### src/rtl/usbphy_regs_pkg.sv
package usbphy_regs_pkg;

    localparam int REG_W      = 8;
    localparam int ADDR_W     = 8;
    localparam int LOC_W      = 6;
    localparam int NUM_TRIPLE = 7;

    // triple register indices
    localparam int TR_FUNC    = 0;
    localparam int TR_INTF    = 1;
    localparam int TR_OTG     = 2;
    localparam int TR_RISE    = 3;
    localparam int TR_FALL    = 4;
    localparam int TR_SCRATCH = 5;
    localparam int TR_PWR     = 6;

    localparam logic [LOC_W-1:0] LOC_VID_LO   = 6'h00;
    localparam logic [LOC_W-1:0] LOC_VID_HI   = 6'h01;
    localparam logic [LOC_W-1:0] LOC_PID_LO   = 6'h02;
    localparam logic [LOC_W-1:0] LOC_PID_HI   = 6'h03;
    localparam logic [LOC_W-1:0] LOC_IRQ_STAT = 6'h13;
    localparam logic [LOC_W-1:0] LOC_IRQ_LAT  = 6'h14;
    localparam logic [LOC_W-1:0] LOC_LINE_DBG = 6'h15;
    localparam logic [LOC_W-1:0] LOC_ESCAPE   = 6'h2F;

    typedef enum logic [1:0] {
        ALIAS_WRITE = 2'd0,
        ALIAS_SET   = 2'd1,
        ALIAS_CLEAR = 2'd2,
        ALIAS_NONE  = 2'd3
    } alias_op_t;

    typedef enum logic [3:0] {
        RS_NONE,
        RS_VID_LO,
        RS_VID_HI,
        RS_PID_LO,
        RS_PID_HI,
        RS_TRIPLE,
        RS_IRQ_STAT,
        RS_IRQ_LAT,
        RS_LINE_DBG
    } rsel_t;

    typedef enum logic {
        ACC_IDLE = 1'b0,
        ACC_RESP = 1'b1
    } acc_state_t;

    // base location of each triple; the three aliases follow it
    function automatic logic [LOC_W-1:0] triple_base(input int idx);
        logic [LOC_W-1:0] b;
        case (idx)
            TR_FUNC:    b = 6'h04;
            TR_INTF:    b = 6'h07;
            TR_OTG:     b = 6'h0A;
            TR_RISE:    b = 6'h0D;
            TR_FALL:    b = 6'h10;
            TR_SCRATCH: b = 6'h16;
            default:    b = 6'h3D;
        endcase
        return b;
    endfunction

endpackage

### src/rtl/usbphy_regs_decode.sv
module usbphy_regs_decode
    import usbphy_regs_pkg::*;
(
    input  logic [ADDR_W-1:0]     acc_addr,
    input  logic                  acc_ext,
    output logic [NUM_TRIPLE-1:0] tr_hit,
    output alias_op_t             tr_op,
    output rsel_t                 rsel
);

    logic [LOC_W-1:0] loc;
    logic             reachable;

    always_comb begin
        loc       = acc_addr[LOC_W-1:0];
        reachable = !acc_ext || (acc_addr[ADDR_W-1:LOC_W] == '0);
        if (loc == LOC_ESCAPE) begin
            reachable = 1'b0;
        end
    end

    always_comb begin
        logic [LOC_W-1:0] diff;
        tr_hit = '0;
        tr_op  = ALIAS_NONE;
        for (int i = 0; i < NUM_TRIPLE; i++) begin
            diff = loc - triple_base(i);
            if (reachable && (diff < 6'd3)) begin
                tr_hit[i] = 1'b1;
                unique case (diff[1:0])
                    2'd0:    tr_op = ALIAS_WRITE;
                    2'd1:    tr_op = ALIAS_SET;
                    default: tr_op = ALIAS_CLEAR;
                endcase
            end
        end
    end

    always_comb begin
        rsel = RS_NONE;
        if (reachable) begin
            if (|tr_hit) begin
                rsel = RS_TRIPLE;
            end else begin
                case (loc)
                    LOC_VID_LO:   rsel = RS_VID_LO;
                    LOC_VID_HI:   rsel = RS_VID_HI;
                    LOC_PID_LO:   rsel = RS_PID_LO;
                    LOC_PID_HI:   rsel = RS_PID_HI;
                    LOC_IRQ_STAT: rsel = RS_IRQ_STAT;
                    LOC_IRQ_LAT:  rsel = RS_IRQ_LAT;
                    LOC_LINE_DBG: rsel = RS_LINE_DBG;
                    default:      rsel = RS_NONE;
                endcase
            end
        end
    end

endmodule

### src/rtl/usbphy_regs_alias_reg.sv
module usbphy_regs_alias_reg
    import usbphy_regs_pkg::*;
#(
    parameter int W = 8
) (
    input  logic         clk,
    input  logic         rst_n,
    input  logic         we,
    input  alias_op_t    op,
    input  logic [W-1:0] wdata,
    output logic [W-1:0] q
);

    always_ff @(posedge clk) begin
        if (!rst_n) begin
            q <= '0;
        end else if (we) begin
            unique case (op)
                ALIAS_WRITE: q <= wdata;
                ALIAS_SET:   q <= q | wdata;
                ALIAS_CLEAR: q <= q & ~wdata;
                default:     q <= q;
            endcase
        end
    end

endmodule

### src/rtl/usbphy_regs_irq_latch.sv
module usbphy_regs_irq_latch #(
    parameter int NUM_SRC = 5
) (
    input  logic               clk,
    input  logic               rst_n,
    input  logic [NUM_SRC-1:0] src,
    input  logic [NUM_SRC-1:0] rise_en,
    input  logic [NUM_SRC-1:0] fall_en,
    input  logic               rd_clr,
    output logic [NUM_SRC-1:0] latch_q
);

    logic [NUM_SRC-1:0] src_q;
    logic [NUM_SRC-1:0] evt;

    always_comb begin
        evt = (src & ~src_q & rise_en) | (~src & src_q & fall_en);
    end

    always_ff @(posedge clk) begin
        if (!rst_n) begin
            src_q   <= '0;
            latch_q <= '0;
        end else begin
            src_q   <= src;
            // a fresh event outranks the clear-on-read
            latch_q <= (latch_q & ~{NUM_SRC{rd_clr}}) | evt;
        end
    end

endmodule

### src/rtl/usbphy_regs.sv
module usbphy_regs
    import usbphy_regs_pkg::*;
#(
    parameter int          NUM_SRC    = 5,
    parameter int          LS_W       = 2,
    parameter logic [15:0] VENDOR_ID  = 16'h1A2B,
    parameter logic [15:0] PRODUCT_ID = 16'h3C4D
) (
    input  logic               clk,
    input  logic               rst_n,
    input  logic [7:0]         acc_addr,
    input  logic               acc_ext,
    input  logic               wr_en,
    input  logic [7:0]         wr_data,
    input  logic               rd_en,
    output logic [7:0]         rd_data,
    output logic               rd_valid,
    input  logic [LS_W-1:0]    line_state,
    input  logic [NUM_SRC-1:0] irq_src,
    output logic [7:0]         func_ctrl,
    output logic [7:0]         intf_ctrl,
    output logic [7:0]         otg_ctrl,
    output logic [7:0]         pwr_ctrl
);

    logic [NUM_TRIPLE-1:0] tr_hit;
    alias_op_t             tr_op;
    rsel_t                 rsel;
    logic [REG_W-1:0]      tr_q [NUM_TRIPLE];
    logic [NUM_SRC-1:0]    irq_latch_q;
    logic [REG_W-1:0]      rd_mux;
    logic [REG_W-1:0]      rd_data_q;
    logic                  lat_rd_clr;
    acc_state_t            state_q;
    acc_state_t            state_d;

    usbphy_regs_decode u_decode (
        .acc_addr (acc_addr),
        .acc_ext  (acc_ext),
        .tr_hit   (tr_hit),
        .tr_op    (tr_op),
        .rsel     (rsel)
    );

    for (genvar g = 0; g < NUM_TRIPLE; g++) begin : g_triple
        usbphy_regs_alias_reg #(.W(REG_W)) u_reg (
            .clk   (clk),
            .rst_n (rst_n),
            .we    (wr_en && tr_hit[g]),
            .op    (tr_op),
            .wdata (wr_data),
            .q     (tr_q[g])
        );
    end

    assign lat_rd_clr = rd_en && (rsel == RS_IRQ_LAT);

    usbphy_regs_irq_latch #(.NUM_SRC(NUM_SRC)) u_irq (
        .clk     (clk),
        .rst_n   (rst_n),
        .src     (irq_src),
        .rise_en (tr_q[TR_RISE][NUM_SRC-1:0]),
        .fall_en (tr_q[TR_FALL][NUM_SRC-1:0]),
        .rd_clr  (lat_rd_clr),
        .latch_q (irq_latch_q)
    );

    // read multiplexer
    always_comb begin
        rd_mux = '0;
        unique case (rsel)
            RS_VID_LO:   rd_mux = VENDOR_ID[7:0];
            RS_VID_HI:   rd_mux = VENDOR_ID[15:8];
            RS_PID_LO:   rd_mux = PRODUCT_ID[7:0];
            RS_PID_HI:   rd_mux = PRODUCT_ID[15:8];
            RS_TRIPLE: begin
                for (int i = 0; i < NUM_TRIPLE; i++) begin
                    rd_mux = rd_mux | (tr_q[i] & {REG_W{tr_hit[i]}});
                end
            end
            RS_IRQ_STAT: rd_mux[NUM_SRC-1:0] = irq_src;
            RS_IRQ_LAT:  rd_mux[NUM_SRC-1:0] = irq_latch_q;
            RS_LINE_DBG: rd_mux[LS_W-1:0]    = line_state;
            default:     rd_mux = '0;
        endcase
    end

    // access sequencer: state register
    always_ff @(posedge clk) begin
        if (!rst_n) begin
            state_q <= ACC_IDLE;
        end else begin
            state_q <= state_d;
        end
    end

    // access sequencer: next state
    always_comb begin
        state_d = state_q;
        unique case (state_q)
            ACC_IDLE: state_d = rd_en ? ACC_RESP : ACC_IDLE;
            ACC_RESP: state_d = rd_en ? ACC_RESP : ACC_IDLE;
            default:  state_d = ACC_IDLE;
        endcase
    end

    // read data capture
    always_ff @(posedge clk) begin
        if (!rst_n) begin
            rd_data_q <= '0;
        end else if (rd_en) begin
            rd_data_q <= rd_mux;
        end
    end

    // outputs
    always_comb begin
        rd_valid  = (state_q == ACC_RESP);
        rd_data   = rd_data_q;
        func_ctrl = tr_q[TR_FUNC];
        intf_ctrl = tr_q[TR_INTF];
        otg_ctrl  = tr_q[TR_OTG];
        pwr_ctrl  = tr_q[TR_PWR];
    end

endmodule

### config.mk
export PLATFORM = sky130hd
export DESIGN_NAME = usbphy_regs
export DESIGN_NICKNAME = d
export VERILOG_FILES = /design/src/rtl/usbphy_regs_pkg.sv /design/src/rtl/usbphy_regs_decode.sv /design/src/rtl/usbphy_regs_alias_reg.sv /design/src/rtl/usbphy_regs_irq_latch.sv /design/src/rtl/usbphy_regs.sv
export SDC_FILE = /design/constraint.sdc
export NUM_CORES = 1
export LEC_CHECK = 0
export BUFFER_PORTS_ARGS = -buffer_cell sky130_fd_sc_hd__buf_2
export CAP_MARGIN = 20
export CORE_MARGIN = 4
export CORE_UTILIZATION = 45
export CTS_CLUSTER_SIZE = 10
export DETAILED_ROUTE_END_ITERATION = 10
export PLACE_DENSITY = 0.74
export SYNTH_ARGS = -nofsm -noshare
export SYNTH_HDL_FRONTEND = slang
export SYNTH_SLANG_ARGS = --single-unit
export TNS_END_PERCENT = 30
### constraint.sdc
create_clock -name clk -period 6.6 [get_ports clk]
set_clock_uncertainty 0.15 [all_clocks]
set_input_delay 0.66 -clock clk [delete_from_list [all_inputs] [get_ports clk]]
set_output_delay 0.66 -clock clk [all_outputs]
set_load 0.02 [all_outputs]
==> flow_summary_export.csv <==
group,metric,value,unit
status,status,"finished clean",
floorplan,start_util,0.465,
clock_network,cts_buffers,9,
routing,drcViolationCount,0,
clock_network,post_cts_resized,0,
grt,grt_pass1_wl,22300,um
synth,synth-seq-cells,75,
layout,nFillCells,914,
synth,avgSynthCellArea,7.64,um^2
critical_path,crit_fanout,19,
timing,fmax,209,MHz
placement,dp_hpwl,9910,um
clock_network,cts_setup_buffers,0,
synth,synth.area.top_cells,"dfxtp_1 35%, a21oi_1 8.1%, o21ai_0 7.8%, nor2_1 6.1%, ha_1 3.5%",
min_path,hold_path_class,"reg2reg",
timing,hold_viol,0,
timing,min_period,4770,ps
synth,async_flop_share,0,
floorplan,io_pins,69,
floorplan,std_cell_rows,35,
synth,synth_compound_area_frac,0.327,
synth,synth_edf_count,0,
synth,yosys.area_share.adder,0.0348,
timing,worstMarginPinSlew,1060,ps
flow_run,drv_cap,0,
synth,syn-num-nets,605,
clock_network,insertion_delay,360,ps
layout,multiInputGateArea,2530,um^2
power_and_ir_drop,p_per_area,212,nW/um^2
clock_network,cts_tree,"built",
layout,area_delta_synth_final,12.0,%
power_and_ir_drop,p_leak,1.95,nW
critical_path,critical_path_arrival,4870,ps
timing,slew_headroom,0.294,
clock_network,cts_hold_buf,0,
routing,wl_per_cell,19.8,um
floorplan,die_w,106,um
layout,nNetsFinal,638,
clock_network,htree_levels,3,
critical_path,critical_path_class,"in2reg",
routing,drt_iter0_markers,568,
floorplan,core,9280,um^2
synth,synth_flop_cell,"dfxtp_1",
clock_network,cts_buffer_depth,2,
synth,yosysTopAreaCellShare,0.348,
grt,grt_max_degree,74,
grt,grt_pass1_vias,4155,
synth,synthSimpleGateAreaFrac,0.210,
routing,antenna_left,0,
grt,overflow,0,
critical_path,cp.required,6690,ps
routing,wirelength,14500,um
critical_path,cp-end-kind,"register",
synth,synth_xor_area_frac,0.00406,
clock_network,cts_root_buf,"clkbuf_8",
routing,vias,4604,
clock_network,clock_sinks,75,
power_and_ir_drop,peakVddDrop,0.000145,V
synth,synthMuxAreaShare,0.00928,
grt,grt_usage,0.251,
synth,seq_area_frac_synth,0.348,
layout,finalCoreUtilization,0.520,
timing,min_period_over_period,0.723,
timing,rsz0062_at_grt,"no",
floorplan,die_h,106,um
timing,setup_viol,0,
layout,antenna_cells,0,
clock_network,path_clk_slew,90,ps
synth,synthCells,565,
floorplan,die_area,11200,um^2
synth,synth_area,4310,um^2
layout,drive_gt1_frac,0.163,
placement,routabilityCongestion,0.906,
timing,tns,0,ps
grt,antenna_found_initial,0,
placement,port_buffers,68,
synth,yosysWarnings,0,
routing,avgViaCountPerCell,6.29,
critical_path,worstSetupStartpointType,"input pin",
routing,first_pass_iters,6,
synth,post-synth-top-area-cell,"dfxtp_1",
layout,seq_area,1500,um^2
synth,synth_cell_type_count,64,
timing,slew_violations,0,
synth,synth_top_family_by_area,"compound AO/OA/AOI/OAI gates",
[synthesized netlist by cell type, drive strengths merged, types with 2 or more instances]
cell type / count
nor2b: 8
o21ai: 68
or2: 2
a211oi: 11
or3: 5
nand3b: 5
dfxtp: 75
and2: 15
a31oi: 8
a22o: 6
ha: 12
nand4: 4
mux2i: 4
a222oi: 3
nand3: 6
nand2b: 8
o2bb2ai: 2
a22oi: 14
nor3: 7
xnor2: 2
a32o: 2
o31ai: 3
nand2: 40
o211ai: 4
a221oi: 13
inv: 19
and3: 7
a31o: 3
clkbuf: 25
a21oi: 72
nor2: 71
o21a: 3
a311oi: 2
buf: 21
[state kept, by name, indices dropped and copies added, names as in the netlist]
name / cells
rd_data: 8
rd_valid: 1
u_irq.latch_q: 5
g_triple.u_reg.q: 56
u_irq.src_q: 5
[final cells by class]
cell class              instances  share of cell area
clock buffers                   9              0.0256
flip-flops and latches         75               0.311
inverters                      19              0.0148
repair buffers                 68              0.0704
clock inverters                 7              0.0220
multi-input cells             425               0.523
well taps                     129              0.0334
[final timing paths]
check / cells after the start / endpoint / from / slack [ps]
worst max-delay path: 15 / g_triple[2].u_reg.q[4] / acc_addr[2] / 1830
worst max register to register: 6 / rd_data[3] / g_triple[0].u_reg.q[3] / 4840
worst min-delay path: 2 / g_triple[3].u_reg.q[7] / g_triple[3].u_reg.q[7] / 330
worst min register to register: 2 / g_triple[3].u_reg.q[7] / g_triple[3].u_reg.q[7] / 330
[report_power, final]
group / switching, W / internal, W / leakage [nW] / total [W]
registers: 0.00000205 / 0.000455 / 0.606 / 0.000458
logic: 0.000107 / 0.0000448 / 1.23 / 0.000152
clock network: 0.000194 / 0.000220 / 0.116 / 0.000413
[routing by layer]
layer  vias up  global-route usage  wire (um)
met3        46              0.0795       1760
met2       306               0.369       6270
met1      2149               0.344       5950
met5         -                   0          0
li1       2103                   -          -
met4         0              0.0990        490
[cells by family after synthesis]
kind of cell,count (synthesis)
and+or+nand+nor,183
muxes,4
DFF,75
AOI/OAI and AO/OA,224
adders and majority gates,12
xor gates and xnor gates,2
buffers and inverters,65
[critical path: stages]
cell and delay, ps:
buf_2 290, inv_1 130, ha_1 210, nand2b_1 160, a2111oi_0 340, and3_1 680
a221oi_1 130, a211oi_1 220, a211oi_1 90, o221a_2 300, ha_1 190, nor2b_1 570
nand2_1 460, o21ai_0 340, nor2_1 70
[placed cells by master, fill, tap and decap left out, types with 4 or more instances in the layout]
master,Yosys,layout
a22o_1,6,6
a221oi_1,13,13
a21oi_1,70,70
a211oi_1,11,11
dfxtp_1,75,75
nand3_1,6,6
or3_1,5,5
and3_1,7,7
nor2_1,70,70
nor2b_1,8,8
buf_2,17,68
inv_1,19,19
nand2b_1,7,7
ha_1,12,12
a31oi_1,7,7
nand2_1,40,40
and2_1,14,14
nor3_1,6,6
mux2i_1,4,4
a22oi_1,14,14
nand3b_1,5,5
o21ai_0,67,67
clkbuf_8,0,9
nand4_1,4,4
[per-stage QoR]
| step | instance area [um^2] | setup slack, ps | power (W) | hold WS (ps) | cells |
|---|---|---|---|---|---|
| 3_5_place_dp | 4600 | 1670 | 0.000614 | 309 | 716 |
| 3_3_place_gp | 4600 | 1800 | 0.000610 | 299 | 716 |
| 6_report | 4830 | 1830 | 0.00102 | 327 | 732 |
| 4_1_cts | 4830 | 2010 | 0.00102 | 329 | 732 |
| 2_1_floorplan | 4310 | 2500 | 0.000576 | 286 | 565 |
| 5_1_grt | 4830 | 1470 | 0.00106 | 356 | 732 |
No activity file was read; power rests on OpenSTA's default activity.
